$ cat config.mk
export PLATFORM = sky130hd
export DESIGN_NAME = mbox_responder
export DESIGN_NICKNAME = d
export VERILOG_FILES = /design/src/rtl/mbox_pkg.sv /design/src/rtl/mbox_param_ram.sv /design/src/rtl/mbox_input_sampler.sv /design/src/rtl/mbox_responder.sv
export SDC_FILE = /design/constraint.sdc
export NUM_CORES = 1
export LEC_CHECK = 0
export BUFFER_PORTS_ARGS = -buffer_cell sky130_fd_sc_hd__clkbuf_2
export CAP_MARGIN = 10
export CORE_ASPECT_RATIO = 0.75
export CORE_MARGIN = 5
export CORE_UTILIZATION = 60
export CTS_CLUSTER_SIZE = 24
export DETAILED_ROUTE_END_ITERATION = 8
export PLACE_DENSITY = 0.76
export SETUP_SLACK_MARGIN = 0.4
export SLEW_MARGIN = 20
export SYNTH_ARGS = -nofsm -noshare
export SYNTH_HDL_FRONTEND = slang
export SYNTH_SLANG_ARGS = --single-unit
$ cat constraint.sdc
create_clock -name clk -period 4 [get_ports clk]
set_input_delay 0.8 -clock clk [delete_from_list [all_inputs] [get_ports clk]]
set_output_delay 0.8 -clock clk [all_outputs]
set_load 0.005 [all_outputs]
$ cat src/rtl/mbox_pkg.sv
package mbox_pkg;
  localparam logic [7:0] OP_CLEAR   = 8'h00;
  localparam logic [7:0] OP_SET_OUT = 8'h01;
  localparam logic [7:0] OP_GET_OUT = 8'h02;
  localparam logic [7:0] OP_STATUS  = 8'h07;
  localparam logic [7:0] OP_FW_VER  = 8'h0E;
  localparam logic [7:0] OP_HW_VER  = 8'h0F;

  typedef enum logic [2:0] {
    K_CLEAR, K_SET_OUT, K_GET_OUT, K_STATUS, K_FW, K_HW, K_OTHER
  } op_kind_e;

  function automatic op_kind_e classify(input logic [7:0] code);
    case (code)
      OP_CLEAR:   return K_CLEAR;
      OP_SET_OUT: return K_SET_OUT;
      OP_GET_OUT: return K_GET_OUT;
      OP_STATUS:  return K_STATUS;
      OP_FW_VER:  return K_FW;
      OP_HW_VER:  return K_HW;
      default:    return K_OTHER;
    endcase
  endfunction
endpackage

$ cat src/rtl/mbox_param_ram.sv
module mbox_param_ram #(
  parameter int AW = 6,
  parameter int DW = 16
) (
  input  logic          clk,
  input  logic          we,
  input  logic [AW-1:0] waddr,
  input  logic [DW-1:0] wdata,
  input  logic [AW-1:0] raddr,
  output logic [DW-1:0] rdata
);
  localparam int DEPTH = 2 ** AW;
  logic [DW-1:0] mem [DEPTH];

  always_ff @(posedge clk) begin
    if (we) mem[waddr] <= wdata;
    rdata <= mem[raddr];
  end
endmodule

$ cat src/rtl/mbox_input_sampler.sv
module mbox_input_sampler #(
  parameter int W      = 8,
  parameter int PERIOD = 5000
) (
  input  logic         clk,
  input  logic         rst,
  input  logic [W-1:0] din,
  output logic [W-1:0] dout,
  output logic         tick
);
  localparam int CW = (PERIOD > 1) ? $clog2(PERIOD) : 1;
  logic [W-1:0]  sync1, sync2;
  logic [CW-1:0] cnt;

  assign tick = (cnt == CW'(PERIOD - 1));

  always_ff @(posedge clk) begin
    if (rst) begin
      sync1 <= '0;
      sync2 <= '0;
      cnt   <= '0;
      dout  <= '0;
    end else begin
      sync1 <= din;
      sync2 <= sync1;
      cnt   <= tick ? '0 : cnt + 1'b1;
      if (tick) dout <= sync2;
    end
  end
endmodule

$ cat src/rtl/mbox_responder.sv
module mbox_responder
  import mbox_pkg::*;
#(
  parameter int          IN_W          = 8,
  parameter int          LATENCY       = 4,
  parameter int          SAMPLE_CYCLES = 5000,
  parameter int          CFG_BASE      = 16,
  parameter int          CFG_AW        = 6,
  parameter logic [15:0] FW_VERSION    = 16'h0102,
  parameter logic [15:0] HW_VERSION    = 16'h0003
) (
  input  logic            clk,
  input  logic            rst,
  input  logic            host_wr_en,
  input  logic [1:0]      host_wr_addr,
  input  logic [7:0]      host_wr_data,
  input  logic [IN_W-1:0] din_raw,
  output logic [7:0]      dout,
  output logic [7:0]      ib_fb_lo,
  output logic [7:0]      ib_fb_hi,
  output logic [7:0]      ib_echo,
  output logic [IN_W-1:0] ib_din
);
  localparam int CNT_W   = $clog2(LATENCY + 1);
  localparam int CFG_END = CFG_BASE + 2 ** CFG_AW;

  logic [7:0]       stage_lo, stage_hi;
  logic [7:0]       cmd_q;
  logic [15:0]      par_q;
  logic             busy;
  logic [CNT_W-1:0] cnt;
  logic             accept, first, done;
  logic [15:0]      next_fb;
  logic [15:0]      ram_rdata;
  logic             sample_tick;
  op_kind_e         kind, tgt_kind;

  function automatic logic in_cfg(input logic [7:0] c);
    return (int'(c) >= CFG_BASE) && (int'(c) < CFG_END);
  endfunction

  function automatic logic [CFG_AW-1:0] cfg_idx(input logic [7:0] c);
    return CFG_AW'(c - 8'(CFG_BASE));
  endfunction

  assign accept = host_wr_en && (host_wr_addr == 2'd2);
  assign first  = busy && (cnt == CNT_W'(LATENCY - 1)) && !accept;
  assign done   = busy && (cnt == '0) && !accept;

  // staging of argument bytes; address 3 is ignored
  always_ff @(posedge clk) begin
    if (rst) begin
      stage_lo <= '0;
      stage_hi <= '0;
    end else if (host_wr_en) begin
      if (host_wr_addr == 2'd0) stage_lo <= host_wr_data;
      if (host_wr_addr == 2'd1) stage_hi <= host_wr_data;
    end
  end

  // command latch and completion timer
  always_ff @(posedge clk) begin
    if (rst) begin
      cmd_q <= '0;
      par_q <= '0;
      busy  <= 1'b0;
      cnt   <= '0;
    end else if (accept) begin
      cmd_q <= host_wr_data;
      par_q <= {stage_hi, stage_lo};
      busy  <= 1'b1;
      cnt   <= CNT_W'(LATENCY - 1);
    end else if (busy) begin
      if (cnt == '0) busy <= 1'b0;
      else           cnt  <= cnt - 1'b1;
    end
  end

  mbox_param_ram #(.AW(CFG_AW), .DW(16)) u_store (
    .clk   (clk),
    .we    (first && in_cfg(cmd_q)),
    .waddr (cfg_idx(cmd_q)),
    .wdata (par_q),
    .raddr (cfg_idx(par_q[7:0])),
    .rdata (ram_rdata)
  );

  assign kind     = classify(cmd_q);
  assign tgt_kind = classify(par_q[7:0]);

  always_comb begin
    next_fb = '0;
    case (kind)
      K_SET_OUT: next_fb = {8'h00, par_q[7:0]};
      K_GET_OUT: next_fb = {8'h00, dout};
      K_FW:      next_fb = FW_VERSION;
      K_HW:      next_fb = HW_VERSION;
      K_STATUS: begin
        if (in_cfg(par_q[7:0]))
          next_fb = ram_rdata;
        else if (tgt_kind == K_SET_OUT || tgt_kind == K_GET_OUT)
          next_fb = {8'h00, dout};
      end
      default:   next_fb = '0;
    endcase
  end

  always_ff @(posedge clk) begin
    if (rst) begin
      ib_echo  <= '0;
      ib_fb_lo <= '0;
      ib_fb_hi <= '0;
      dout     <= '0;
    end else if (done) begin
      ib_echo  <= cmd_q;
      ib_fb_lo <= next_fb[7:0];
      ib_fb_hi <= next_fb[15:8];
      if (kind == K_SET_OUT) dout <= par_q[7:0];
    end
  end

  mbox_input_sampler #(.W(IN_W), .PERIOD(SAMPLE_CYCLES)) u_sampler (
    .clk  (clk),
    .rst  (rst),
    .din  (din_raw),
    .dout (ib_din),
    .tick (sample_tick)
  );
endmodule

# Word-level counts from Yosys, hierarchy flattened
# Memories as Yosys holds them, arrays and structs flattened. A register that Yosys moved wholly into a read port is not among the register bits.
# Cells that the tools add are included.
# W data, S select, Z words.
dict set report word_totals {
  register_bits 113
  mem_bits_rw 1024
  out_inout_bits 40
  wordCells 82
  n_memories 1
}
dict set report classes {
  add_sub_neg 4
  order_cmp 4
  eq_ne 22
  n_mux 13
  bitwise 1
  n_reduce_logical 22
}
# name depth width read_ports rd_ports_with_merged_regs write_ports line
set memory_table {}
lappend memory_table {u_store.mem 64 16 1 1 1 mbox_param_ram.sv:13} ;# logic [DW-1:0] mem [DEPTH];
# operator n
set op_table {}
lappend op_table {{$pmux W16 S5} 1}
lappend op_table {{$pmux W3 S6} 2}
lappend op_table {{$eq A8 B4 Y1 const B} 4}
lappend op_table {{$eq A8 B1 Y1 const B} 2}
lappend op_table {{$eq A8 B2 Y1 const B} 2}
lappend op_table {{$eq A8 B3 Y1 const B} 2}
lappend op_table {{$ge A8 B5 Y1 const B} 2}
lappend op_table {{$logic_not A8 Y1} 2}
lappend op_table {{$lt A8 B7 Y1 const B} 2}
lappend op_table {{$mux W16} 1}
lappend op_table {{$add A13 B1 Y13 const B} 1}
lappend op_table {{$eq A13 B13 Y1 const B} 1}
lappend op_table {{$eq A3 B2 Y1 const B} 4}
lappend op_table {{$sub A6 B5 Y6 const B} 2}
lappend op_table {{$reduce_and A2 Y1} 5}
lappend op_table {{$logic_and A1 B1 Y1} 8}
lappend op_table {{$mux W8} 1}
lappend op_table {{$eq A3 B1 Y1 const B} 2}
lappend op_table {{$eq A3 B3 Y1 const B} 2}
lappend op_table {{$mux W2} 3}
lappend op_table {{$mux W1} 5}
lappend op_table {{$reduce_or A2 Y1} 2}
lappend op_table {{$logic_not A3 Y1} 1}
lappend op_table {{$sub A3 B1 Y3 const B} 1}
lappend op_table {{other kinds (8)} 8}

# Longest topological paths before layout
# Gate-level depths: netlist of run 1.
dict set report logic_depth {
  word_depth 7
  ltp_mapped 11
  ltp_nobuf 9
}

# By module
# From an unflattened synthesis of run 1, not the netlist that was laid out.
dict set report unflattened {
  cells_unflattened 2350
  area_unflattened_um2 44680.4
}
# module instances cells_each area_per_inst_um2 seq_area_each_um2
set modules_own_cells {}
lappend modules_own_cells {mbox_param_ram 1 1829 40042.2 31069.8}
lappend modules_own_cells {mbox_responder 1 397 3354.5 1521.5}
lappend modules_own_cells {mbox_input_sampler 1 124 1283.7 740.7}

# Worst setup path before layout of run 1
# OpenSTA, ideal clock, no wires.
dict set report synth_timing {
  kind {register to register}
  start {reg par_q[0]}
  end {reg u_store.rdata[2], read port of u_store.mem}
  arrival_time_ns 3.101
  required_time_ns 3.877
  slack_ns 0.775
  path_stages_with_launch 9
  n_path_buf 4
  cell_sequence {dfxtp_1 clkbuf_2 buf_2 buf_4 buf_4 mux4_2 mux2_2 o211ai_1 nand3_1}
}
dict set report synth_via {
  elab_chain_cells 1
}
# item line
set synth_lines {}
lappend synth_lines {{start: declaration} mbox_responder.sv:29} ;# logic [15:0] par_q;
lappend synth_lines {{start signal: assignment} mbox_responder.sv:70} ;# par_q <= {stage_hi, stage_lo};
lappend synth_lines {{$sub A6 B5 Y6} mbox_responder.sv:43} ;# return CFG_AW'(c - 8'(CFG_BASE));
lappend synth_lines {{end: declaration} mbox_param_ram.sv:10} ;# output logic [DW-1:0] rdata
# No other way between the ends.
# A chain may end at the register's enable or synchronous reset.

# Worst setup path in the final report of run 1
dict set report layout_timing {
  start {reg cmd_q[3]}
  end {reg ib_fb_hi[4]}
}
dict set report layout_via {
  elab_chain_cells 4
  word_cells_on_any_way 13
  cone_classes {eq/ne: 10; mux: 2; reduce/logical: 1}
}
# item line
set layout_lines {}
lappend layout_lines {{start: declaration} mbox_responder.sv:28} ;# logic [7:0] cmd_q;
lappend layout_lines {{start signal: assignment} mbox_responder.sv:69} ;# cmd_q <= host_wr_data;
lappend layout_lines {{$eq A8 B4 Y1 (tied with other cells)} mbox_pkg.sv:14} ;# case (code)
lappend layout_lines {{$pmux W3 S6 *} mbox_pkg.sv:14}
lappend layout_lines {{$eq A3 B2 Y1 (tied with other cells)} mbox_responder.sv:93} ;# case (kind)
lappend layout_lines {{$pmux W16 S5 *} mbox_responder.sv:93}
lappend layout_lines {{end signal: assignment} mbox_responder.sv:117} ;# ib_fb_hi <= next_fb[15:8];
lappend layout_lines {{end: declaration} mbox_responder.sv:20} ;# output logic [7:0] ib_fb_hi,
# Every way passes the cells marked *; elsewhere a longest branch is shown, timed or not.

==> metrics.md, run 1 <==
| Metric | Value |
|---|---|
| Outcome | `complete, no violations` |
| FF+latch count, synth | `1,153` |
| Final cell count without fillers | `3,382` |
| Met3 WL | `11,840 um` |
| Crit path kind | `reg -> reg` |
| First-pass GRT wire length | `150,300 um` |
| Sequential share of the synthesized area | `75.84%` |
| DR pass1 iterations | `9` |
| Clk buf depth | `3` |
| Fin nets | `2,362` |
| Setup ws final | `557.4 ps` |
| Post-Route WL | `102,200 um` |
| Top FF cell, synth | `edfxtp_1` |
| Initial DRC Count | `3,312` |
| # resized after CTS | `0` |
| Slew margin rel. | `29.70%` |
| Setup WS pre-CTS | `634.2 ps` |
| Core outline area | `73,060 um2` |
| # rows | `86` |
| Synth top area cells | `edfxtp_1 (70%), mux4_2 (14%), dfxtp_1 (5.9%)` |
| Fin Setup TNS | `0 ps` |
| Crit path max-delay cell type | `or3b_1` |
| Top Metal Used | `met4` |
| Mux share of post-synthesis cell area | `16.00%` |
| Xor and xnor area share after synthesis | `0.2989%` |
| Met1 WL | `40,080 um` |
| Share of layout cells above drive strength 1 | `26.59%` |
| Die Ht | `244.4 um` |
| Distinct cells, synth | `60` |
| Share of the synthesized area in the top cell type | `69.97%` |
| Max VDD drop | `0.4014 mV` |
| Tot Pwr | `0.02289 W` |
| Hold buffers post-CTS | `0` |
| Per-cell routed wire length | `30.21 um` |
| Final worst path period need | `3443 ps` |
| Synth async-reset ratio | `0%` |
| CTS sink cnt | `1,153` |
| Largest net degree at the start of global routing | `118` |
| Filler cell count | `4,392` |
| Synthesized net count | `2,194` |
| CTS Buf Count | `99` |
| GRT Total Usage | `26.22%` |
| Hold Violations, Final | `0` |
| Clk slew on worst S/H paths | `60 ps` |
| Antenna violations before repair | `0` |
| Detailed placer's ending HPWL | `59,910 um` |
| Final Cycle Share | `86.06%` |
| Gate count of the mapped netlist | `2,166` |
| Post-synth EDFFs | `1,024` |
| Fin. max-slew vios | `0` |
| Drt drc | `0` |
| Vias | `22,490` |
| Critical path required time | `4600 ps` |
| CP Capture Type | `flop` |
| Cells along the critical path | `or3b_1, nor4b_2, inv_1, ha_1, nor3_1, nand4_1, a211oi_4, o2111a_1, a22o_1` |
| Postcts setup bufs | `0` |
| Gp weighted congestion | `0.8693` |
| Largest family of logic cells by synthesized area | `multiplexers` |
| Port-buffer cells | `60` |
| Crit start category | `flop` |
| Clock latency on the worst-skew pair | `660 ps` |
| Area leader, netlist | `edfxtp_1` |
| R2r setup slk | `560 ps` |
| YS warnings | `0` |
| ANT cells | `0` |
| Highest clock rate | `290.5 MHz` |
| Antenna Violating Nets Remaining | `0` |
| Worst slew pin tran | `1051 ps` |
| Synth Area in Simple Gates | `3.653%` |
| Met2 wire len | `47,390 um` |
| Leakage | `14.21 nW` |
| I/O Pins | `61` |
| Crit-path max FO | `10` |
| Area growth from synthesis to layout | `12.15%` |
| Die footprint | `78,820 um2` |
| Max_cap viols | `0` |
| Placed Cells | `3,201` |
| Crit path DAT | `4040 ps` |
| Mean Syn Cell Area | `20.29 um2` |
| Total grt overflow | `0` |
| CTS tree | `built` |
| Hold WC Path Type | `in -> reg` |
| Vias in the first global route | `22,110` |
| Htree depth | `3` |
| Synth Area in Compound Gates | `2.548%` |
| Starting Density | `60.15%` |
| Pwr per Cell Area | `464.4 nW/um2` |
| Peak per-stage delay on the critical path | `570 ps` |
| RSZ-0062 raised after global routing | `yes` |
| Synth Cell Area | `43,950 um2` |
| Adder-cell share of the synthesized area | `0.1993%` |
| CTS root buffer | `clkbuf_16` |
| # setup viols final | `0` |
| Die Width | `322.5 um` |
| Via density | `6.651` |
| Clock Skews | `23.09 ps` |
==> report_power, final <==
group	total [W]	switching [W]	internal (W)
clock network	0.00969	0.00418	0.00551
logic	0.000224	0.000143	0.0000813
registers	0.0130	0.0000286	0.0129
==> state kept, by name (all words and copies together) (netlist names), 13 cells and up <==
register and count:
u_sampler.cnt 13, u_store.mem 1024, u_store.rdata 16, par_q 16
==> cells by family (layout without fill, tap and decap cells) <==
kind of cell / count (synthesis) / count (layout)
simple gates: 355 / 355
fa+ha+maj: 7 / 7
flops: 1153 / 1153
mux: 351 / 351
xor+xnor: 15 / 15
buf+inv: 129 / 377
compound gates: 156 / 156
==> metal layers <==
metal | track usage [%] | vias up
li1 | - | 9166
met5 | 0 | -
met2 | 39.10 | 1395
met4 | 7.398 | 0
met1 | 39.46 | 11740
met3 | 6.760 | 190
==> synthesized netlist by cell type (16+ instances only) <==
cell type,n
edfxtp_1,1024
mux4_2,281
nor2_1,138
dfxtp_1,129
nand2_1,116
mux2i_1,67
clkbuf_1,45
a21oi_1,44
buf_2,37
nor2b_1,28
buf_4,19
nand3_1,16
==> layout make-up <==
type,instances,area (um2),share of cell area [%]
Clock buffer,127,2793,5.666
Clock inverter,54,501.7,1.018
Inverter,11,41.29,0.08377
Multi-Input combinational cell,884,9986,20.26
Sequential cell,1153,33370,67.70
Tap cell,968,1211,2.457
Timing Repair Buffer,185,1389,2.818
==> stage by stage <==
stage / instance area [um2] / utilization [%] / hold WS, ps
final: 49290 / 67.46 / 346.2
after global routing: 49290 / 67.46 / 326.4
after CTS: 49280 / 67.46 / 300.8
after detailed placement: 45990 / 62.95 / 424.7
after global placement: 45980 / 62.94 / 416.1
after floorplan: 43950 / - / 413.8
==> path summary, 6_finish.rpt <==
kind                            startpoint                             to  depth (start not counted)
max                  cmd_q[3]$_SDFFE_PP0P_       ib_fb_hi[4]$_SDFFE_PP0P_                          9
min                             din_raw[0]  u_sampler.sync1[0]$_SDFF_PP0_                          2
max reg2reg          cmd_q[3]$_SDFFE_PP0P_       ib_fb_hi[4]$_SDFFE_PP0P_                          9
min reg2reg  u_sampler.sync1[0]$_SDFF_PP0_  u_sampler.sync2[0]$_SDFF_PP0_                          1
==> placed cells by master, fill, tap and decap left out, types with 13 or more instances in the layout <==
master	netlist	layout
clkinv_1	0	17
mux4_2	281	281
clkbuf_1	45	16
nor3_1	13	13
a21oi_1	44	44
edfxtp_1	1024	1024
clkbuf_2	1	60
nand2_1	116	116
nor2_1	138	138
dfxtp_1	129	113
nor2b_1	28	27
clkinv_2	0	15
mux2i_1	67	67
a22o_1	13	13
clkbuf_16	0	107
nand3_1	16	16
buf_4	19	113
==> critical path: cells and delay by family, from the launching register on <==
family | cells | cell delay (ps)
AND/OR/NAND/NOR | 4 | 1510
AO/OA/AOI/OAI | 3 | 1080
flip-flops | 1 | 330
adder cells (fa/ha/maj) | 1 | 270
buffers and inverters | 1 | 180
Note: power is estimated with default switching activity, not from simulation.
==> run 2, diff against run 1 <==
Settings changed: GPL_TIMING_DRIVEN set to 0.
==> run 2 against run 1 <==
First-iteration DRC count increased by 24%. Global-route usage increased by 5.3 points. Highest routed layer is now met5. Power increased by 0.33%. Die area unchanged. Design area increased by 2.4%.
==> metrics.md, run 2 (synthesized netlist as in run 1, its figures left out) <==
| Metric | Value |
|---|---|
| Outcome | `complete, no violations` |
| Pwr per Cell Area | `454.9 nW/um2 (-2.0%)` |
| Area growth from synthesis to layout | `14.86%` |
| Htree depth | `3 (unchanged)` |
| Reg2reg path depth | `8 (-1)` |
| Largest register FFs | `1,024 (unchanged)` |
| Highest clock rate | `267.3 MHz (-8.0%)` |
| Biggest register | `u_store.mem` |
| CTS sink cnt | `1,153 (unchanged)` |
| Internal power | `0.01845 W (-0.49%)` |
| Total grt overflow | `0 (unchanged)` |
| Worst R2R End | `u_store.rdata[10]$_DFF_P_` |
| Core Util, Final | `69.09% (+1.6 points)` |
| I/O Pins | `61 (unchanged)` |
| Commonest non-fill, non-tap cell in the layout | `edfxtp_1` |
| Final Cycle Share | `93.52% (+7.5 points)` |
| Clock Skews | `33.13 ps (+10.04 ps)` |
| Cells along the critical path | `buf_2, buf_2, clkbuf_2, nor2b_2, a22oi_1, a21oi_1, o21ai_1, nand3_1` |
| Detailed placer's ending HPWL | `77,330 um (+29%)` |
| Net load switching power | `0.004516 W (+3.8%)` |
| Leakage | `14.50 nW (+2.0%)` |
| Crit-path max FO | `19 (+9)` |
| Final worst path period need | `3741 ps (+298.3 ps)` |
| Top Metal Used | `met5` |
| Min-delay src | `din_raw[1]` |
| Peak per-stage delay on the critical path | `660 ps (+90 ps)` |
| Max VDD drop | `0.5162 mV (+29%)` |
| Largest net degree at the start of global routing | `69 (-42%)` |
| Tot Pwr | `0.02297 W (+0.33%)` |
| # setup viols final | `0 (unchanged)` |
| Per-cell routed wire length | `35.99 um (+19%)` |
| Die footprint | `78,820 um2 (unchanged)` |
| Setup ws final | `259.1 ps (-298.3 ps)` |
| Top Registers | `u_store.mem (1024), par_q (16), u_store.rdata (16)` |
| Clk slew on worst S/H paths | `60 ps (about the same)` |
| Share of layout cells above drive strength 1 | `30.27% (+3.7 points)` |
| GRT Total Usage | `31.54% (+5.3 points)` |
| Fin. max-slew vios | `0 (unchanged)` |
| R2r setup slk | `260 ps (-300 ps)` |
| Vias in the first global route | `23,990 (+8.5%)` |
| First-pass GRT wire length | `174,100 um (+16%)` |
| CTS tree | `built` |
| Fin nets | `2,436 (+3.1%)` |
| Port-buffer cells | `59 (-1.7%)` |
| CTS Buf Count | `99 (unchanged)` |
| Crit path DAT | `4320 ps (+280 ps)` |
| Antenna Violating Nets Remaining | `0 (unchanged)` |
| Via density | `7.038 (+5.8%)` |
| Max_cap viols | `0 (unchanged)` |
| Core outline area | `73,060 um2 (unchanged)` |
| Hold WC Path Type | `in -> reg` |
| Die Width | `322.5 um (unchanged)` |
| Crit path max-delay cell type | `dfxtp_4` |
| Seq pwr share | `56.5% (-0.2 points)` |
| CTS root buffer | `clkbuf_16` |
| Worst path most repeated cell | `buf_2` |
| Vias | `24,360 (+8.3%)` |
| Crit path kind | `reg -> reg` |
| Met2 wire len | `55,400 um (+17%)` |
| Drt drc | `0 (unchanged)` |
| Filler cell count | `4,220 (-3.9%)` |
| Slew margin rel. | `30.95% (+1.2 points)` |
| RSZ-0062 raised after global routing | `yes` |
| Met1 WL | `43,770 um (+9.2%)` |
| Hold Path Sink | `u_sampler.sync1[1]$_SDFF_PP0_` |
| Gp weighted congestion | `0.9336 (+7.4%)` |
| Combinational share of power | `1.2% (+0.2 points)` |
| Die Ht | `244.4 um (unchanged)` |
| Clk buf depth | `3 (unchanged)` |
| Clock power share | `42.4% (about the same)` |
| Most frequent cells in the layout | `edfxtp_1 (1,024), mux4_2 (281), dfxtp_1 (113), nand2_1 (110), clkbuf_16 (102)` |
| Post-Route WL | `124,600 um (+22%)` |
| Critical path required time | `4580 ps (-20 ps)` |
| DR pass1 iterations | `8 (-1)` |
| Hold Violations, Final | `0 (unchanged)` |
| Crit start category | `flop` |
| Met3 WL | `19,850 um (+68%)` |
| # rows | `86 (unchanged)` |
| Initial DRC Count | `4,094 (+24%)` |
| FF-to-FF Start | `par_q[2]$_SDFFE_PP0P_` |
| Switching Fraction | `19.67% (+0.66 points)` |
| Worst slew pin tran | `1032 ps (-18.65 ps)` |
| Starting Density | `60.15% (unchanged)` |
| Antenna violations before repair | `3 (+3)` |
| CP Capture Type | `flop` |
| Clock latency on the worst-skew pair | `690 ps (+30 ps)` |
| Worst hold stages | `2 (unchanged)` |
| Setup WS pre-CTS | `-728.4 ps (-1363 ps)` |
-- run 2: cell types whose count changed in the layout (fill, tap and decap cells not counted), sizes merged --
cell and change:
clkdlybuf4s15 +3, inv -1, clkinv +1, diode +2, clkinvlp -4, buf +24, clkbuf +54
-- run 2: critical path: cells and delay by family, from the launching register on --
kind                   cells  cell delay [ps]
buffers and inverters      3             1330
AOI/OAI and AO/OA          3              850
and+or+nand+nor            2              750
DFF                        1              660
-- run 2: worst max path at each step --
stage	start	endpoint	slack, ps
6_report	par_q[2]$_SDFFE_PP0P_	u_store.rdata[10]$_DFF_P_	260
2_1_floorplan	par_q[0]$_SDFFE_PP0P_	u_store.rdata[2]$_DFF_P_	780
3_5_place_dp	par_q[3]$_SDFFE_PP0P_	u_store.rdata[14]$_DFF_P_	-730
3_3_place_gp	par_q[3]$_SDFFE_PP0P_	u_store.rdata[14]$_DFF_P_	-1800
5_1_grt	host_wr_addr[0]	u_store.mem[16][3]$_DFFE_PP_	240
4_1_cts	host_wr_addr[0]	u_store.mem[28][3]$_DFFE_PP_	230
-- run 2: what timing repair did --
| action | CTS | global route |
|---|---|---|
| hold buffers | 0 | 0 |
| buffers inserted | 16 | 11 |
| gates resized for setup | 39 | 41 |
| pin swaps | 4 | 6 |
| endpoints found under the setup margin | 324 | 919 |
-- run 2: power by group through the flow --
stage	Sequential [W]	Combinational, W	Clock (W)
finish	0.0130	0.000267	0.00973
detailed placement	0.0132	0.000239	0
global route	0.0130	0.000280	0.0103
CTS	0.0130	0.000252	0.00973
floorplan	0.0132	0.000142	0
global placement	0.0132	0.000220	0
-- run 2: final cells by class --
| class | count | area, um2 | share of cell area, % |
|---|---|---|---|
| Clock buffer | 134 | 2749 | 5.445 |
| Clock inverter | 50 | 505.5 | 1.001 |
| Tap cell | 968 | 1211 | 2.399 |
| Antenna cell | 2 | 5.005 | 0.009914 |
| Multi-Input combinational cell | 884 | 10370 | 20.55 |
| Inverter | 11 | 41.29 | 0.08179 |
| Buffer | 118 | 684.4 | 1.356 |
| Timing Repair Buffer | 141 | 1530 | 3.031 |
| Sequential cell | 1153 | 33380 | 66.13 |
-- run 2: through the flow --
stage,TNS [ps],instances,hold WS [ps],area [um2]
final,0,3461,333.3,50480
after global routing,0,3459,339.4,50480
after CTS,0,3448,313.3,50180
after detailed placement,-245500,3248,424.6,46550
after global placement,-947990,3193,417.9,45460
after floorplan,0,2166,413.8,43950
-- run 2: routing by layer --
layer	up-vias	track usage (%)
met5	-	0.6173
met4	2	11.87
met3	336	12.13
met2	2154	45.63
met1	12520	44.42
li1	9346	-
